[src/rtl/usbtx_pkg.sv]
package usbtx_pkg;

  // Controller-side machine states; the write code is fixed at 2'b01.
  typedef enum logic [1:0] {
    ST_IDLE  = 2'b00,
    ST_WRITE = 2'b01
  } usbtx_state_e;

endpackage

[src/rtl/usbtx_rst_sync.sv]
module usbtx_rst_sync #(
  parameter int STAGES = 2
) (
  input  logic clk,
  input  logic rst_n,
  output logic run
);

  if (STAGES == 0) begin : g_bypass
    assign run = rst_n;
  end else begin : g_chain
    logic [STAGES-1:0] sync_q;
    logic [STAGES:0]   shifted;

    assign shifted = {sync_q, 1'b1};

    always_ff @(posedge clk or negedge rst_n) begin
      if (!rst_n) begin
        sync_q <= '0;
      end else begin
        sync_q <= shifted[STAGES-1:0];
      end
    end

    assign run = sync_q[STAGES-1];
  end

endmodule

[src/rtl/usbtx_ctrl.sv]
module usbtx_ctrl
  import usbtx_pkg::*;
(
  input  logic clk,
  input  logic rst_n,
  input  logic run,
  input  logic src_avail,
  input  logic rdy0,
  input  logic rdy1,
  input  logic full,
  input  logic stall,
  output logic pop,
  output logic in_write
);

  usbtx_state_e state_q;
  usbtx_state_e state_d;
  logic         go;
  logic         state_en;

  // All gates for taking one more byte from the local FIFO.
  always_comb go = run & src_avail & rdy0 & rdy1 & ~full;

  always_comb begin
    state_d = state_q;
    unique case (state_q)
      ST_IDLE:  if (go) state_d = ST_WRITE;
      ST_WRITE: if (!go && !stall) state_d = ST_IDLE;
      default:  state_d = ST_IDLE;
    endcase
  end

  always_comb state_en = (state_d != state_q);

  always_ff @(posedge clk or negedge rst_n) begin
    if (!rst_n) begin
      state_q <= ST_IDLE;
    end else if (state_en) begin
      state_q <= state_d;
    end
  end

  // The pop lands in the same cycle that the machine leaves idle.
  always_comb pop      = go;
  always_comb in_write = (state_q == ST_WRITE);

endmodule

[src/rtl/usbtx_hold.sv]
module usbtx_hold #(
  parameter int DATA_W = 8
) (
  input  logic              clk,
  input  logic              rst_n,
  input  logic              in_write,
  input  logic              vld,
  input  logic [DATA_W-1:0] data_in,
  input  logic              full,
  output logic [DATA_W-1:0] data_out,
  output logic              fire,
  output logic              stall
);

  logic              hold_v_q;
  logic [DATA_W-1:0] hold_d_q;
  logic              cur_v;
  logic              hold_en;
  logic              load_en;

  // A byte is present when fresh from the FIFO or parked from a full stall.
  always_comb cur_v    = hold_v_q | (vld & in_write);
  always_comb data_out = hold_v_q ? hold_d_q : data_in;
  always_comb fire     = in_write & cur_v & ~full;
  always_comb stall    = cur_v & full;
  always_comb hold_en  = hold_v_q | stall;
  always_comb load_en  = vld & in_write & full & ~hold_v_q;

  always_ff @(posedge clk or negedge rst_n) begin
    if (!rst_n) begin
      hold_v_q <= 1'b0;
    end else if (hold_en) begin
      hold_v_q <= stall;
    end
  end

  always_ff @(posedge clk or negedge rst_n) begin
    if (!rst_n) begin
      hold_d_q <= '0;
    end else if (load_en) begin
      hold_d_q <= data_in;
    end
  end

endmodule

[src/rtl/usbtx_engine.sv]
module usbtx_engine
  import usbtx_pkg::*;
#(
  parameter int                 DATA_W      = 8,
  parameter int                 ADDR_W      = 2,
  parameter logic [ADDR_W-1:0]  EP_IN_SEL   = 2'b10,
  parameter int                 SYNC_STAGES = 2
) (
  input  logic              clk,
  input  logic              rst_n,
  input  logic [DATA_W-1:0] src_data,
  input  logic              src_avail,
  input  logic              src_vld,
  output logic              src_rd,
  input  logic              ctl_full,
  input  logic              ctl_rdy0,
  input  logic              ctl_rdy1,
  output logic [DATA_W-1:0] bus_out,
  output logic              bus_oe,
  output logic              wr_n,
  output logic [ADDR_W-1:0] ep_sel
);

  localparam logic [DATA_W-1:0] BusIdle = '0;

  logic              run;
  logic              in_write;
  logic              stall;
  logic              fire;
  logic [DATA_W-1:0] byte_data;

  usbtx_rst_sync #(.STAGES(SYNC_STAGES)) u_rst (
    .clk   (clk),
    .rst_n (rst_n),
    .run   (run)
  );

  usbtx_ctrl u_ctrl (
    .clk       (clk),
    .rst_n     (run),
    .run       (run),
    .src_avail (src_avail),
    .rdy0      (ctl_rdy0),
    .rdy1      (ctl_rdy1),
    .full      (ctl_full),
    .stall     (stall),
    .pop       (src_rd),
    .in_write  (in_write)
  );

  usbtx_hold #(.DATA_W(DATA_W)) u_hold (
    .clk      (clk),
    .rst_n    (run),
    .in_write (in_write),
    .vld      (src_vld),
    .data_in  (src_data),
    .full     (ctl_full),
    .data_out (byte_data),
    .fire     (fire),
    .stall    (stall)
  );

  always_comb bus_oe  = in_write;
  always_comb bus_out = in_write ? byte_data : BusIdle;
  always_comb wr_n    = ~fire;
  always_comb ep_sel  = EP_IN_SEL;

endmodule

[config.mk]
export PLATFORM = sky130hd
export DESIGN_NAME = usbtx_engine
export DESIGN_NICKNAME = d
export VERILOG_FILES = /design/src/rtl/usbtx_pkg.sv /design/src/rtl/usbtx_rst_sync.sv /design/src/rtl/usbtx_ctrl.sv /design/src/rtl/usbtx_hold.sv /design/src/rtl/usbtx_engine.sv
export SDC_FILE = /design/constraint.sdc
export NUM_CORES = 1
export LEC_CHECK = 0
export ABC_AREA = 1
export CORE_UTILIZATION = 45
export CTS_BUF_LIST = sky130_fd_sc_hd__clkbuf_8
export CTS_CLUSTER_DIAMETER = 50
export DETAILED_ROUTE_END_ITERATION = 7
export PLACE_DENSITY = 0.8
export RECOVER_POWER = 50
export SLEW_MARGIN = 10
export SYNTH_ARGS = -nofsm -noshare
export SYNTH_HDL_FRONTEND = slang
export SYNTH_SLANG_ARGS = --single-unit
export TNS_END_PERCENT = 30
[constraint.sdc]
create_clock -name clk -period 1.79 [get_ports clk]
set_input_delay 0.2685 -clock clk [delete_from_list [all_inputs] [get_ports clk]]
set_output_delay 0.2685 -clock clk [all_outputs]
set_load 0.01 [all_outputs]
==> Implementation_results.wiki <==
{| class="wikitable"
! Metric !! Value
|-
| Final Routed Wirelength || 1760 um
|-
| DRC violations left || 0
|-
| Buffers on Ports || 25
|-
| Number of nets in the layout || 137
|-
| Global-route usage over all layers || 0.205
|-
| Synthesis-stage register bit count || 13
|-
| Top routing layer in use || met4
|-
| Maximum capacitance violations || 0
|-
| Clock tree from TritonCTS || built
|-
| Switching power || 158 uW
|-
| Total core area || 1580 um^2
|-
| Placed cells || 132
|-
| Worst ir drop on vdd || 0.457 mV
|-
| DP Wirelength || 1330 um
|-
| Biggest area contributors in the synthesized netlist || sky130_fd_sc_hd__dfrtp_1, sky130_fd_sc_hd__nand2_1, sky130_fd_sc_hd__o21ai_2, sky130_fd_sc_hd__o21bai_1, sky130_fd_sc_hd__a21oi_2
|-
| Non-Filler Instances || 137
|-
| DIE HEIGHT || 43.8 um
|-
| Ratio of cells with drive above 1 in the final layout || 0.240
|-
| Post-CTS clock slew at the launch and capture registers of the worst setup and hold paths || 0.06 ns
|-
| Number of synthesis warnings || 0
|-
| Longest Clk Path Bufs || 2
|-
| Slowest-stage cell, CP || sky130_fd_sc_hd__dfrtp_1
|-
| Highest fanout seen on the critical path || 5
|-
| Core Util, Final || 0.690
|-
| Via density per instance || 4.96
|-
| CTS Buf Count || 3
|-
| Number of rows in the core area || 14
|-
| Min setup slack post-route || 0.131 ns
|-
| Average cell area after synthesis || 9.14 um^2
|-
| Setup repair after global routing missed its margin || no
|-
| Leakage power figure || 0.543 nW
|-
| DR pass1 iterations || 5
|-
| Run status || complete, no violations
|-
| Root Buffer Master || sky130_fd_sc_hd__clkbuf_8
|-
| Critical path, cell by cell || nor2_2 -> buf_4 -> o21ai_2 -> a21oi_2 -> dlygate4sd2_1
|-
| Clock latency at the later pin of the worst-skew pair || 0.24 ns
|-
| Count of cell types in the netlist || 21
|-
| Sequential share of power || 0.476
|-
| Smallest hold slack || 0.257 ns
|-
| Kind of end point of the critical path || output pin
|-
| Number of global-route vias before repair || 655
|-
| Sum of met2 wire segment lengths after detailed routing || 927 um
|-
| Critical Path RT || 1.52 ns
|-
| Length of routed wiring on met1 || 766 um
|-
| Register area share after synthesis || 0.414
|-
| Die W || 43.8 um
|-
| Part of the total power dissipated in combinational logic || 0.146
|-
| Die Footprint || 1920 um^2
|-
| Worst-case clock skew || 0.00308 ns
|-
| Delay contributed by the slowest stage of the critical path || 0.39 ns
|-
| Iteration-0 DRC Markers || 23
|-
| Final Hold Fails || 0
|-
| Via count || 679
|-
| Effective utilization at floorplan || 0.498
|-
| Post-synth design cell area || 786 um^2
|-
| Maximum number of pins on one net before global-route repair || 12
|-
| Portion of total power attributed to the clock network || 0.377
|-
| Fraction of power spent switching nets || 0.235
|-
| Residual antenna-violating net count after detailed routing || 0
|-
| Kind of start point of the critical path || flip-flop
|-
| Global placement routability congestion || 0.743
|-
| Kind of cell with the highest combined delay on the critical path || buffers and inverters
|-
| Initial antenna violation count || 0
|-
| Area share of the largest cell type after synthesis || 0.414
|-
| Area growth, synth to finish || 38.4%
|-
| Highest clock frequency the design can meet || 603 MHz
|-
| Internal power || 516 uW
|-
| Hold_buf cts || 0
|-
| H-tree depth reported by CTS || 1
|-
| Tmin final || 1.66 ns
|-
| Worst setup slack after placement || -0.0160 ns
|-
| Routed wirelength normalized by instance count || 12.8 um
|-
| Arrival time at the worst endpoint || 1.39 ns
|-
| Grt ovf || 0
|-
| Power per standard cell area || 620 nW/um^2
|-
| Final setup vio count || 0
|-
| Tightest slew margin relative to the limit || 0.576
|-
| Max-slew violation count || 0
|-
| Clock Sinks || 13
|-
| Start-to-end type of the worst setup path || flip-flop to output pin
|-
| Transition time at the pin with the least slew margin || 0.635 ns
|-
| Instance count of the mapped netlist || 86
|-
| First-pass GRT wire length || 2870 um
|-
| Total met3 wirelength after detailed routing || 52 um
|-
| Number of placed I/O pins || 28
|-
| Worst hold path class || primary input to async pin
|-
| Number of inserted diodes || 0
|-
| Biggest area consumer among synthesized cells || sky130_fd_sc_hd__dfrtp_1
|-
| Worst path buffer plus inverter count || 2
|-
| Post-route clock period utilization || 0.927
|}
-- registers in the layout (all words and copies together), names as in the netlist --
signal and count:
u_ctrl.state_q 2, u_hold.hold_d_q 8, u_hold.hold_v_q 1, u_rst.g_chain.sync_q 2
-- cell usage after synthesis --
cell type                  number
sky130_fd_sc_hd__inv_1         10
sky130_fd_sc_hd__nor3_1         1
sky130_fd_sc_hd__a21oi_1        2
sky130_fd_sc_hd__nor2_8         1
sky130_fd_sc_hd__nand3_4        1
sky130_fd_sc_hd__nor2_1         3
sky130_fd_sc_hd__o21bai_1       8
sky130_fd_sc_hd__nand3b_1       1
sky130_fd_sc_hd__o21ai_0        1
sky130_fd_sc_hd__conb_1         2
sky130_fd_sc_hd__nor2_2         1
sky130_fd_sc_hd__o211ai_1       2
sky130_fd_sc_hd__nand2_1       19
sky130_fd_sc_hd__buf_4          2
sky130_fd_sc_hd__buf_6          3
sky130_fd_sc_hd__inv_2          1
sky130_fd_sc_hd__clkinv_4       1
sky130_fd_sc_hd__o21ai_2        7
sky130_fd_sc_hd__nand2_4        1
sky130_fd_sc_hd__dfrtp_1       13
sky130_fd_sc_hd__a21oi_2        6
-- layer usage --
layer / vias up / global-route usage
li1: 340 / -
met1: 321 / 0.266
met2: 16 / 0.358
met3: 2 / 0.0250
met4: 0 / 0.0563
met5: - / 0
-- cell usage in the layout, fill, tap and decap left out, drive strengths merged, types with 2 or more instances in the layout --
| cell type | n |
|---|---|
| a21oi | 8 |
| buf | 8 |
| clkbuf | 4 |
| clkdlybuf4s50 | 12 |
| conb | 4 |
| dfrtp | 13 |
| dlygate4sd2 | 10 |
| dlygate4sd3 | 2 |
| inv | 12 |
| nand2 | 20 |
| nor2 | 5 |
| o211ai | 2 |
| o21ai | 8 |
| o21bai | 8 |
-- final timing paths --
kind | startpoint | endpoint | slack, ns | cells after the start
worst max-delay path | u_ctrl.state_q[1]$_DFFE_PN0P_ | bus_out[4] | 0.13 | 5
worst min-delay path | rst_n | u_rst.g_chain.sync_q[0]$_DFF_PN0_ | 0.26 | 1
worst max register to register | u_ctrl.state_q[0]$_DFFE_PN0P_ | u_hold.hold_d_q[4]$_DFFE_PN0P_ | 0.30 | 5
worst min register to register | u_rst.g_chain.sync_q[1]$_DFF_PN0_ | u_ctrl.state_q[0]$_DFFE_PN0P_ | 0.36 | 1
max in group asynchronous | u_rst.g_chain.sync_q[1]$_DFF_PN0_ | u_hold.hold_d_q[0]$_DFFE_PN0P_ | 1.02 | 1
min in group clk | u_rst.g_chain.sync_q[0]$_DFF_PN0_ | u_rst.g_chain.sync_q[1]$_DFF_PN0_ | 0.36 | 0
-- through the flow --
step                      setup TNS, ns  instance area, um^2  total power [mW]
after floorplan                       0                  793             0.376
after global placement                0                 1070             0.426
after detailed placement        -0.0293                 1070             0.431
after CTS                             0                 1110             0.684
after global routing                  0                 1090             0.704
final                                 0                 1090             0.674
-- cell families after synthesis --
logic type | synth area share
buf+inv | 0.126
flops | 0.414
other cells | 0.00956
simple gates | 0.191
compound gates | 0.260
-- area by class of cell --
cell class,instances,area [um^2]
tap,16,20.0
clock buffer,3,41.3
clock inverter,1,3.75
multi-input combinational,58,343
timing repair buffer,34,304
sequential,13,325
inverter,12,50.0
fill,133,489
-- worst reg2reg max path, stage by stage, from the launching register on --
cell	delay, ns
sky130_fd_sc_hd__dfrtp_1	0.37
sky130_fd_sc_hd__buf_4	0.12
sky130_fd_sc_hd__nand3_1	0.32
sky130_fd_sc_hd__nor2_2	0.44
sky130_fd_sc_hd__nand2_1	0.09
sky130_fd_sc_hd__nand2_1	0.09
-- power groups by stage --
stage / Clock, mW / Combinational, mW / Sequential [mW]
final: 0.254 / 0.0987 / 0.321
after global routing: 0.272 / 0.109 / 0.323
after CTS: 0.259 / 0.104 / 0.321
after detailed placement: 0 / 0.104 / 0.327
after global placement: 0 / 0.101 / 0.326
after floorplan: 0 / 0.0475 / 0.328
-- what timing repair did --
item | in CTS | in global routing
endpoints found under the setup margin | 11 | 1
gates cloned | 0 | 0
buffers inserted | 1 | 0
gates resized for setup | 10 | 1
endpoints found under the hold margin | 0 | 0
Power figures use the tool's default switching activity.
